`src/rtl/ifx_pkg.sv`:
```
package ifx_pkg;
  localparam int SP_LO  = 41;      // low bit of superpage selector
  localparam logic [6:0] SP_TAG = 7'h7E;
  localparam int SX_BIT = 40;      // superpage sign-extension bit
  localparam int IO_LO  = 35;      // low bit of the cleared field on uncached

  typedef enum logic [2:0] {
    P_PAL, P_PHYS, P_BADVA, P_SUPER, P_MAPPED
  } xpath_e;

  typedef enum logic [2:0] {
    F_NONE  = 3'd0,
    F_ACV   = 3'd1,
    F_PAGE  = 3'd2,
    F_MCHK  = 3'd3,
    F_UNIMP = 3'd4
  } fault_e;
endpackage

```
`src/rtl/ifx_path_sel.sv`:
```
module ifx_path_sel
  import ifx_pkg::*;
#(
  parameter int VA_W = 64,
  parameter int VA_HI = 47
) (
  input  logic [VA_W-1:SP_LO] va_hi,
  input  logic                pal,
  input  logic                phys,
  output xpath_e              path
);
  localparam int SPW = VA_HI - SP_LO + 1;

  logic va_ok;
  logic is_super;

  always_comb begin
    va_ok    = (va_hi[VA_W-1:VA_HI] == '0) || (va_hi[VA_W-1:VA_HI] == '1);
    is_super = (va_hi[VA_HI:SP_LO] == SPW'(SP_TAG));
    if (pal)            path = P_PAL;
    else if (phys)      path = P_PHYS;
    else if (!va_ok)    path = P_BADVA;
    else if (is_super)  path = P_SUPER;
    else                path = P_MAPPED;
  end
endmodule

```
`src/rtl/ifx_pa_build.sv`:
```
module ifx_pa_build
  import ifx_pkg::*;
#(
  parameter int VA_W = 64,
  parameter int PA_W = 44,
  parameter int PG_SH = 13,
  parameter int MODE_W = 2
) (
  input  xpath_e                   path,
  input  logic [VA_W-1:0]          va,
  input  logic [MODE_W-1:0]        mode,
  input  logic                     hit,
  input  logic [PA_W-PG_SH-1:0]    ppn,
  input  logic [(1<<MODE_W)-1:0]   xen,
  output logic [VA_W-1:0]          raw_pa,
  output fault_e                   early_flt,
  output logic                     chk_en
);
  localparam logic [VA_W-1:0] IMPL_MASK = {{(VA_W-PA_W){1'b0}}, {PA_W{1'b1}}};

  always_comb begin
    raw_pa    = '0;
    early_flt = F_NONE;
    chk_en    = 1'b0;
    case (path)
      P_PAL: begin
        raw_pa = {va[VA_W-1:2], 2'b00} & IMPL_MASK;
      end
      P_PHYS: begin
        raw_pa = va;
        chk_en = 1'b1;
      end
      P_BADVA: early_flt = F_ACV;
      P_SUPER: begin
        if (mode != '0) begin
          early_flt = F_ACV;
        end else begin
          raw_pa = va & IMPL_MASK;
          if (raw_pa[SX_BIT]) raw_pa[PA_W-1:SX_BIT] = '1;
          else                raw_pa[PA_W-1:SX_BIT] = '0;
          chk_en = 1'b1;
        end
      end
      default: begin
        if (!hit)            early_flt = F_PAGE;
        else if (!xen[mode]) early_flt = F_ACV;
        else begin
          raw_pa = VA_W'({ppn, va[PG_SH-1:2], 2'b00});
          chk_en = 1'b1;
        end
      end
    endcase
  end
endmodule

```
`src/rtl/ifx_post_chk.sv`:
```
module ifx_post_chk
  import ifx_pkg::*;
#(
  parameter int VA_W = 64,
  parameter int PA_W = 44
) (
  input  logic [VA_W-1:0] raw_pa,
  input  logic            chk_en,
  input  fault_e          early_flt,
  output logic [VA_W-1:0] pa,
  output logic            uncached,
  output fault_e          flt
);
  always_comb begin
    pa       = raw_pa;
    uncached = 1'b0;
    flt      = early_flt;
    if (chk_en && early_flt == F_NONE) begin
      if (|raw_pa[VA_W-1:PA_W]) begin
        flt = F_MCHK;
      end else if (raw_pa[PA_W-1]) begin
        uncached = 1'b1;
        flt      = F_UNIMP;
        if (!(&raw_pa[PA_W-2:IO_LO])) pa[PA_W-2:IO_LO] = '0;
      end
    end
  end
endmodule

```
`src/rtl/ifetch_xlate.sv`:
```
module ifetch_xlate
  import ifx_pkg::*;
#(
  parameter int VA_W = 64,
  parameter int VA_HI = 47,
  parameter int PA_W = 44,
  parameter int PG_SH = 13,
  parameter int ASN_W = 8,
  parameter int MODE_W = 2,
  localparam int VPN_W = VA_HI - PG_SH + 1,
  localparam int PPN_W = PA_W - PG_SH,
  localparam int NMODES = 1 << MODE_W
) (
  input  logic              clk,
  input  logic              rst_n,
  input  logic              req_valid,
  output logic              req_ready,
  input  logic [VA_W-1:0]   req_vaddr,
  input  logic              pc_pal,
  input  logic              req_phys,
  input  logic [MODE_W-1:0] cur_mode,
  input  logic [ASN_W-1:0]  cur_asn,
  output logic              tlb_lookup,
  output logic [VPN_W-1:0]  tlb_vpn,
  output logic [ASN_W-1:0]  tlb_asn,
  input  logic              tlb_hit,
  input  logic [PPN_W-1:0]  tlb_ppn,
  input  logic [NMODES-1:0] tlb_xen,
  output logic              rsp_valid,
  input  logic              rsp_ready,
  output logic [VA_W-1:0]   rsp_paddr,
  output logic              rsp_uncached,
  output logic [2:0]        rsp_fault
);
  xpath_e          path;
  logic [VA_W-1:0] raw_pa, fin_pa;
  fault_e          early_flt, fin_flt;
  logic            chk_en, fin_unc;
  logic            accept;

  ifx_path_sel #(.VA_W(VA_W), .VA_HI(VA_HI)) u_sel (
    .va_hi (req_vaddr[VA_W-1:SP_LO]),
    .pal   (pc_pal),
    .phys  (req_phys),
    .path  (path)
  );

  ifx_pa_build #(.VA_W(VA_W), .PA_W(PA_W), .PG_SH(PG_SH), .MODE_W(MODE_W)) u_build (
    .path      (path),
    .va        (req_vaddr),
    .mode      (cur_mode),
    .hit       (tlb_hit),
    .ppn       (tlb_ppn),
    .xen       (tlb_xen),
    .raw_pa    (raw_pa),
    .early_flt (early_flt),
    .chk_en    (chk_en)
  );

  ifx_post_chk #(.VA_W(VA_W), .PA_W(PA_W)) u_chk (
    .raw_pa    (raw_pa),
    .chk_en    (chk_en),
    .early_flt (early_flt),
    .pa        (fin_pa),
    .uncached  (fin_unc),
    .flt       (fin_flt)
  );

  assign tlb_lookup = req_valid && (path == P_MAPPED);
  assign tlb_vpn    = req_vaddr[VA_HI:PG_SH];
  assign tlb_asn    = cur_asn;

  assign req_ready = !rsp_valid || rsp_ready;
  assign accept    = req_valid && req_ready;

  always_ff @(posedge clk) begin
    if (!rst_n) begin
      rsp_valid    <= 1'b0;
      rsp_paddr    <= '0;
      rsp_uncached <= 1'b0;
      rsp_fault    <= '0;
    end else if (accept) begin
      rsp_valid    <= 1'b1;
      rsp_paddr    <= fin_pa;
      rsp_uncached <= fin_unc;
      rsp_fault    <= fin_flt;
    end else if (rsp_ready) begin
      rsp_valid    <= 1'b0;
    end
  end

  // privileged fetch never faults
  a_r1_pal_clean: assert property (@(posedge clk) disable iff (!rst_n)
    accept && pc_pal |=> rsp_fault == F_NONE && !rsp_uncached);
  // superpage outside kernel mode is refused
  a_r4_super_user: assert property (@(posedge clk) disable iff (!rst_n)
    accept && path == P_SUPER && cur_mode != '0 |=> rsp_fault == F_ACV);
  // lookup only off the bypass routes
  a_r6_lookup_route: assert property (@(posedge clk) disable iff (!rst_n)
    tlb_lookup |-> !pc_pal && !req_phys);
  // a clean response is inside the implemented width
  a_r9_impl_width: assert property (@(posedge clk) disable iff (!rst_n)
    rsp_valid && rsp_fault == F_NONE |-> rsp_paddr[VA_W-1:PA_W] == '0);
  // uncached fetch always faults
  a_r10_unc_faults: assert property (@(posedge clk) disable iff (!rst_n)
    rsp_valid && rsp_uncached |-> rsp_fault == F_UNIMP && rsp_paddr[PA_W-1]);
  // stalled response holds
  a_r11_hold: assert property (@(posedge clk) disable iff (!rst_n)
    rsp_valid && !rsp_ready |=> rsp_valid && $stable(rsp_paddr)
      && $stable(rsp_fault) && $stable(rsp_uncached));
  a_r11_empty_ready: assert property (@(posedge clk) disable iff (!rst_n)
    !rsp_valid |-> req_ready);
endmodule

```
`config.mk`:
```
export PLATFORM = sky130hd
export DESIGN_NAME = ifetch_xlate
export DESIGN_NICKNAME = d
export VERILOG_FILES = /design/src/rtl/ifx_pkg.sv /design/src/rtl/ifx_path_sel.sv /design/src/rtl/ifx_pa_build.sv /design/src/rtl/ifx_post_chk.sv /design/src/rtl/ifetch_xlate.sv
export SDC_FILE = /design/constraint.sdc
export NUM_CORES = 1
export LEC_CHECK = 0
export ABC_AREA = 1
export BUFFER_PORTS_ARGS = -buffer_cell sky130_fd_sc_hd__buf_2
export CAP_MARGIN = 15
export CORE_MARGIN = 1.5
export CORE_UTILIZATION = 35
export CTS_CLUSTER_DIAMETER = 60
export DETAILED_ROUTE_END_ITERATION = 12
export PLACE_DENSITY = 0.68
export SLEW_MARGIN = 40
export SYNTH_ARGS = -nofsm -noshare
export SYNTH_HDL_FRONTEND = slang
export SYNTH_SLANG_ARGS = --single-unit
```
`constraint.sdc`:
```
create_clock -name clk -period 2.25 [get_ports clk]
set_input_delay 0.1125 -clock clk [delete_from_list [all_inputs] [get_ports clk]]
set_output_delay 0.1125 -clock clk [all_outputs]
set_load 0.01 [all_outputs]
```
==> metrics.txt <==
# TYPE chip_impl_metric gauge
chip_impl_metric{name="cts_post_setup_buffers_inserted",unit=""} 0
chip_impl_metric{name="p_leak",unit="uW"} 0.00231
chip_impl_metric{name="via_count_of_the_first_global_routing_pass",unit=""} 3769
chip_impl_metric{name="finalCritPeriodShare",unit=""} 0.729
chip_impl_metric{name="floorplan.initialDensity",unit=""} 0.366
chip_impl_info{name="worst_hold_path_type",value="in -> reg"} 1
chip_impl_metric{name="h-tree-depth",unit=""} 3
chip_impl_metric{name="grt_max_degree",unit=""} 47
chip_impl_metric{name="design.die.area",unit="um^2"} 11000
chip_impl_info{name="final_common_cell",value="buf_2"} 1
chip_impl_metric{name="cts_made_buffers",unit=""} 9
chip_impl_metric{name="hold_viol",unit=""} 0
chip_impl_metric{name="peakVddDrop",unit="V"} 0.000317
chip_impl_metric{name="global_route.overflow_total",unit=""} 0
chip_impl_metric{name="r2r_slack",unit="ns"} 0.70
chip_impl_metric{name="drt-vias-per-instance",unit=""} 4.93
chip_impl_metric{name="buffer_ports.inserted",unit=""} 213
chip_impl_metric{name="power.density",unit="nW/um^2"} 613
chip_impl_metric{name="timing.critical_path.required",unit="ns"} 2.53
chip_impl_metric{name="seq_area_frac_synth",unit=""} 0.375
chip_impl_metric{name="preCtsSetupSlack",unit="ns"} 0.267
chip_impl_metric{name="n_fill_cell",unit=""} 1041
chip_impl_metric{name="hold-path-cell-count",unit=""} 3
chip_impl_info{name="rsz_0062_raised_after_global_routing",value="false"} 1
chip_impl_metric{name="drtIter0Drc",unit=""} 226
chip_impl_metric{name="multiInputGateArea",unit="um^2"} 1730
chip_impl_metric{name="area.growth.synth_to_final",unit="%"} 29.9
chip_impl_metric{name="grt_pass1_wl",unit="um"} 18600
chip_impl_metric{name="route.vias.total",unit=""} 3971
chip_impl_info{name="outcome",value="completed"} 1
chip_impl_metric{name="ctsLongestPathBuffers",unit=""} 2
chip_impl_metric{name="cts_hold_repair.buffers",unit=""} 0
chip_impl_metric{name="cts.reportedPaths.clkPinSlew",unit="ns"} 0.08
chip_impl_metric{name="clkLatencyLatePin",unit="ns"} 0.35
chip_impl_metric{name="route.detailed.drc",unit=""} 0
chip_impl_metric{name="netlist-cell-type-count",unit=""} 28
chip_impl_metric{name="max_cap_violations",unit=""} 0
chip_impl_metric{name="grt.total_usage",unit=""} 0.211
chip_impl_info{name="hold-path-endpoint",value="rsp_paddr[12]"} 1
chip_impl_metric{name="final-seq-area",unit="um^2"} 1360
chip_impl_metric{name="setup-tns-final",unit="ns"} 0
chip_impl_info{name="reg_to_reg_start",value="rsp_valid"} 1
chip_impl_metric{name="maxSlewViolCount",unit=""} 0
chip_impl_info{name="endpoint_kind",value="flop"} 1
chip_impl_metric{name="final_layout_size_suffix_gt1_frac",unit=""} 0.414
chip_impl_metric{name="synthesis.nets",unit=""} 621
chip_impl_metric{name="route.antenna.remaining_nets",unit=""} 0
chip_impl_info{name="cts_root_buf",value="clkbuf_8"} 1
chip_impl_metric{name="die_height",unit="um"} 105
chip_impl_metric{name="die_width",unit="um"} 105
chip_impl_metric{name="setup_violations",unit=""} 0
chip_impl_info{name="rr_endpoint",value="rsp_paddr[21]"} 1
chip_impl_metric{name="timing.final.ws_setup",unit="ns"} 0.611
chip_impl_metric{name="syn-instance-count",unit=""} 505
chip_impl_metric{name="detailed_routing_iteration_count_for_the_pre_antenna_repair_pass",unit=""} 5
chip_impl_metric{name="cts.repair.resized",unit=""} 0
chip_impl_metric{name="fmax",unit="MHz"} 610
chip_impl_metric{name="skew",unit="ns"} 0.00813
chip_impl_metric{name="dp.final_hpwl",unit="um"} 8770
chip_impl_metric{name="timing.max_slew.rel_slack",unit=""} 0.661
chip_impl_metric{name="worst_ep_arrival_time",unit="ns"} 1.92
chip_impl_info{name="critPathKind",value="in -> reg"} 1
chip_impl_info{name="critical_path.startpoint_type",value="primary input"} 1
chip_impl_metric{name="yosys_warn_count",unit=""} 0
chip_impl_metric{name="critical_path_peak_fanout",unit=""} 10
chip_impl_metric{name="detailed_place.area",unit="um^2"} 4520
chip_impl_metric{name="syn-mean-instance-area",unit="um^2"} 7.18
chip_impl_metric{name="final_design_area_no_fill",unit="um^2"} 4710
chip_impl_metric{name="timing.final.crit_period",unit="ns"} 1.64
chip_impl_metric{name="core_area",unit="um^2"} 9910
chip_impl_metric{name="synth_area",unit="um^2"} 3630
chip_impl_info{name="hold_path.startpoint",value="req_vaddr[12]"} 1
chip_impl_info{name="layout_common_cells",value="buf_2 (213), nand2_1 (102), dfxtp_1 (68), nand3_1 (66), a21oi_1 (41)"} 1
chip_impl_metric{name="design.final.nets",unit=""} 782
chip_impl_metric{name="max_slew.worst_pin.slew",unit="ns"} 0.508
chip_impl_metric{name="total_power",unit="uW"} 2890
chip_impl_metric{name="std_cell_rows",unit=""} 36
chip_impl_info{name="cts_tree",value="done"} 1
chip_impl_metric{name="ff2ff_path_depth",unit=""} 6
chip_impl_metric{name="antenna_found_initial",unit=""} 1
chip_impl_metric{name="io_pins",unit=""} 230
chip_impl_metric{name="route.final.wire_length",unit="um"} 11600
chip_impl_metric{name="routed_wire_length_per_instance",unit="um"} 14.5
chip_impl_metric{name="finalWeightedCongestion",unit=""} 0.820
chip_impl_metric{name="numClockSinks",unit=""} 68
chip_impl_metric{name="flip_flop_and_latch_count_after_synthesis",unit=""} 68
==> layer usage <==
layer | vias up | GRT usage | part of all wire
met5 | - | 0 | 0
met4 | 0 | 0.0783 | 0.021
met3 | 19 | 0.0624 | 0.077
met2 | 162 | 0.359 | 0.48
met1 | 1815 | 0.250 | 0.42
li1 | 1975 | - | -
==> cell usage after synthesis <==
cell / instances / area [um^2]
buf_2: 2 / 10.0
inv_1: 18 / 67.6
nand3_2: 8 / 80.1
o21ai_0: 40 / 200
a21oi_1: 41 / 205
nand2_4: 3 / 33.8
nor2_4: 2 / 22.5
buf_4: 44 / 330
a21oi_4: 1 / 16.3
clkbuf_1: 27 / 101
nor2_2: 4 / 25.0
a21boi_0: 4 / 30.0
buf_1: 1 / 3.75
a21oi_2: 8 / 70.1
nor3_1: 2 / 10.0
nand2_1: 102 / 383
nand2_2: 2 / 12.5
or2_1: 2 / 12.5
buf_6: 1 / 11.3
or2_2: 7 / 43.8
dfxtp_1: 68 / 1360
a31oi_1: 22 / 138
nor2_1: 24 / 90.1
nor3_2: 1 / 10.0
nand4_1: 1 / 6.26
inv_2: 2 / 7.51
nand3_1: 66 / 330
o211ai_1: 2 / 15.0
==> worst max-delay path by stage <==
stage | start | end | depth (start not counted)
finish | req_vaddr[58] | rsp_paddr[40] | 13
global route | req_vaddr[58] | rsp_paddr[40] | 13
CTS | req_vaddr[58] | rsp_paddr[40] | 13
detailed placement | req_vaddr[46] | rsp_paddr[36] | 14
global placement | req_vaddr[46] | rsp_paddr[42] | 14
floorplan | req_vaddr[58] | rsp_paddr[37] | 16
==> kinds of logic after synthesis <==
| logic type | share of synthesized area |
|---|---|
| buf+inv | 0.147 |
| flops | 0.375 |
| simple gates | 0.292 |
| compound gates | 0.186 |
==> stage by stage <==
step	instances	util	hold slack (ns)
after CTS	804	0.475	0.00384
after global placement	788	0.456	0.225
after detailed placement	788	0.456	0.225
after global routing	804	0.475	0.0173
final	805	0.476	0.0198
after floorplan	505	-	0.267
==> final cells by class <==
class	instances	share of cell area
diodes	1	0.000531
clock buffers	10	0.0271
clock inverters	6	0.0138
inverters	20	0.0159
multi-input cells	342	0.368
flip-flops and latches	68	0.289
well taps	133	0.0353
repair buffers	225	0.251
==> where the power goes <==
part           switching [uW]  internal, uW  total (uW)
sequential               33.5          1270        1310
clock                     500           512        1010
combinational             332           239         571
==> registers in the layout, indices dropped and copies added, names as in the netlist <==
| name | cells |
|---|---|
| rsp_fault | 2 |
| rsp_paddr | 64 |
| rsp_uncached | 1 |
| rsp_valid | 1 |
==> critical path, stage by stage <==
cell and delay, ns:
buf_2 0.11, nor2_1 0.15, nand3_1 0.08, nor2_1 0.10, nand2_1 0.11, nand2_4 0.15, nand2_4 0.08, nor2_4 0.21
a21oi_1 0.13, nor2_2 0.28, or2_2 0.19, nand3_2 0.08, a21oi_2 0.14
Power figures use the tool's default switching activity.
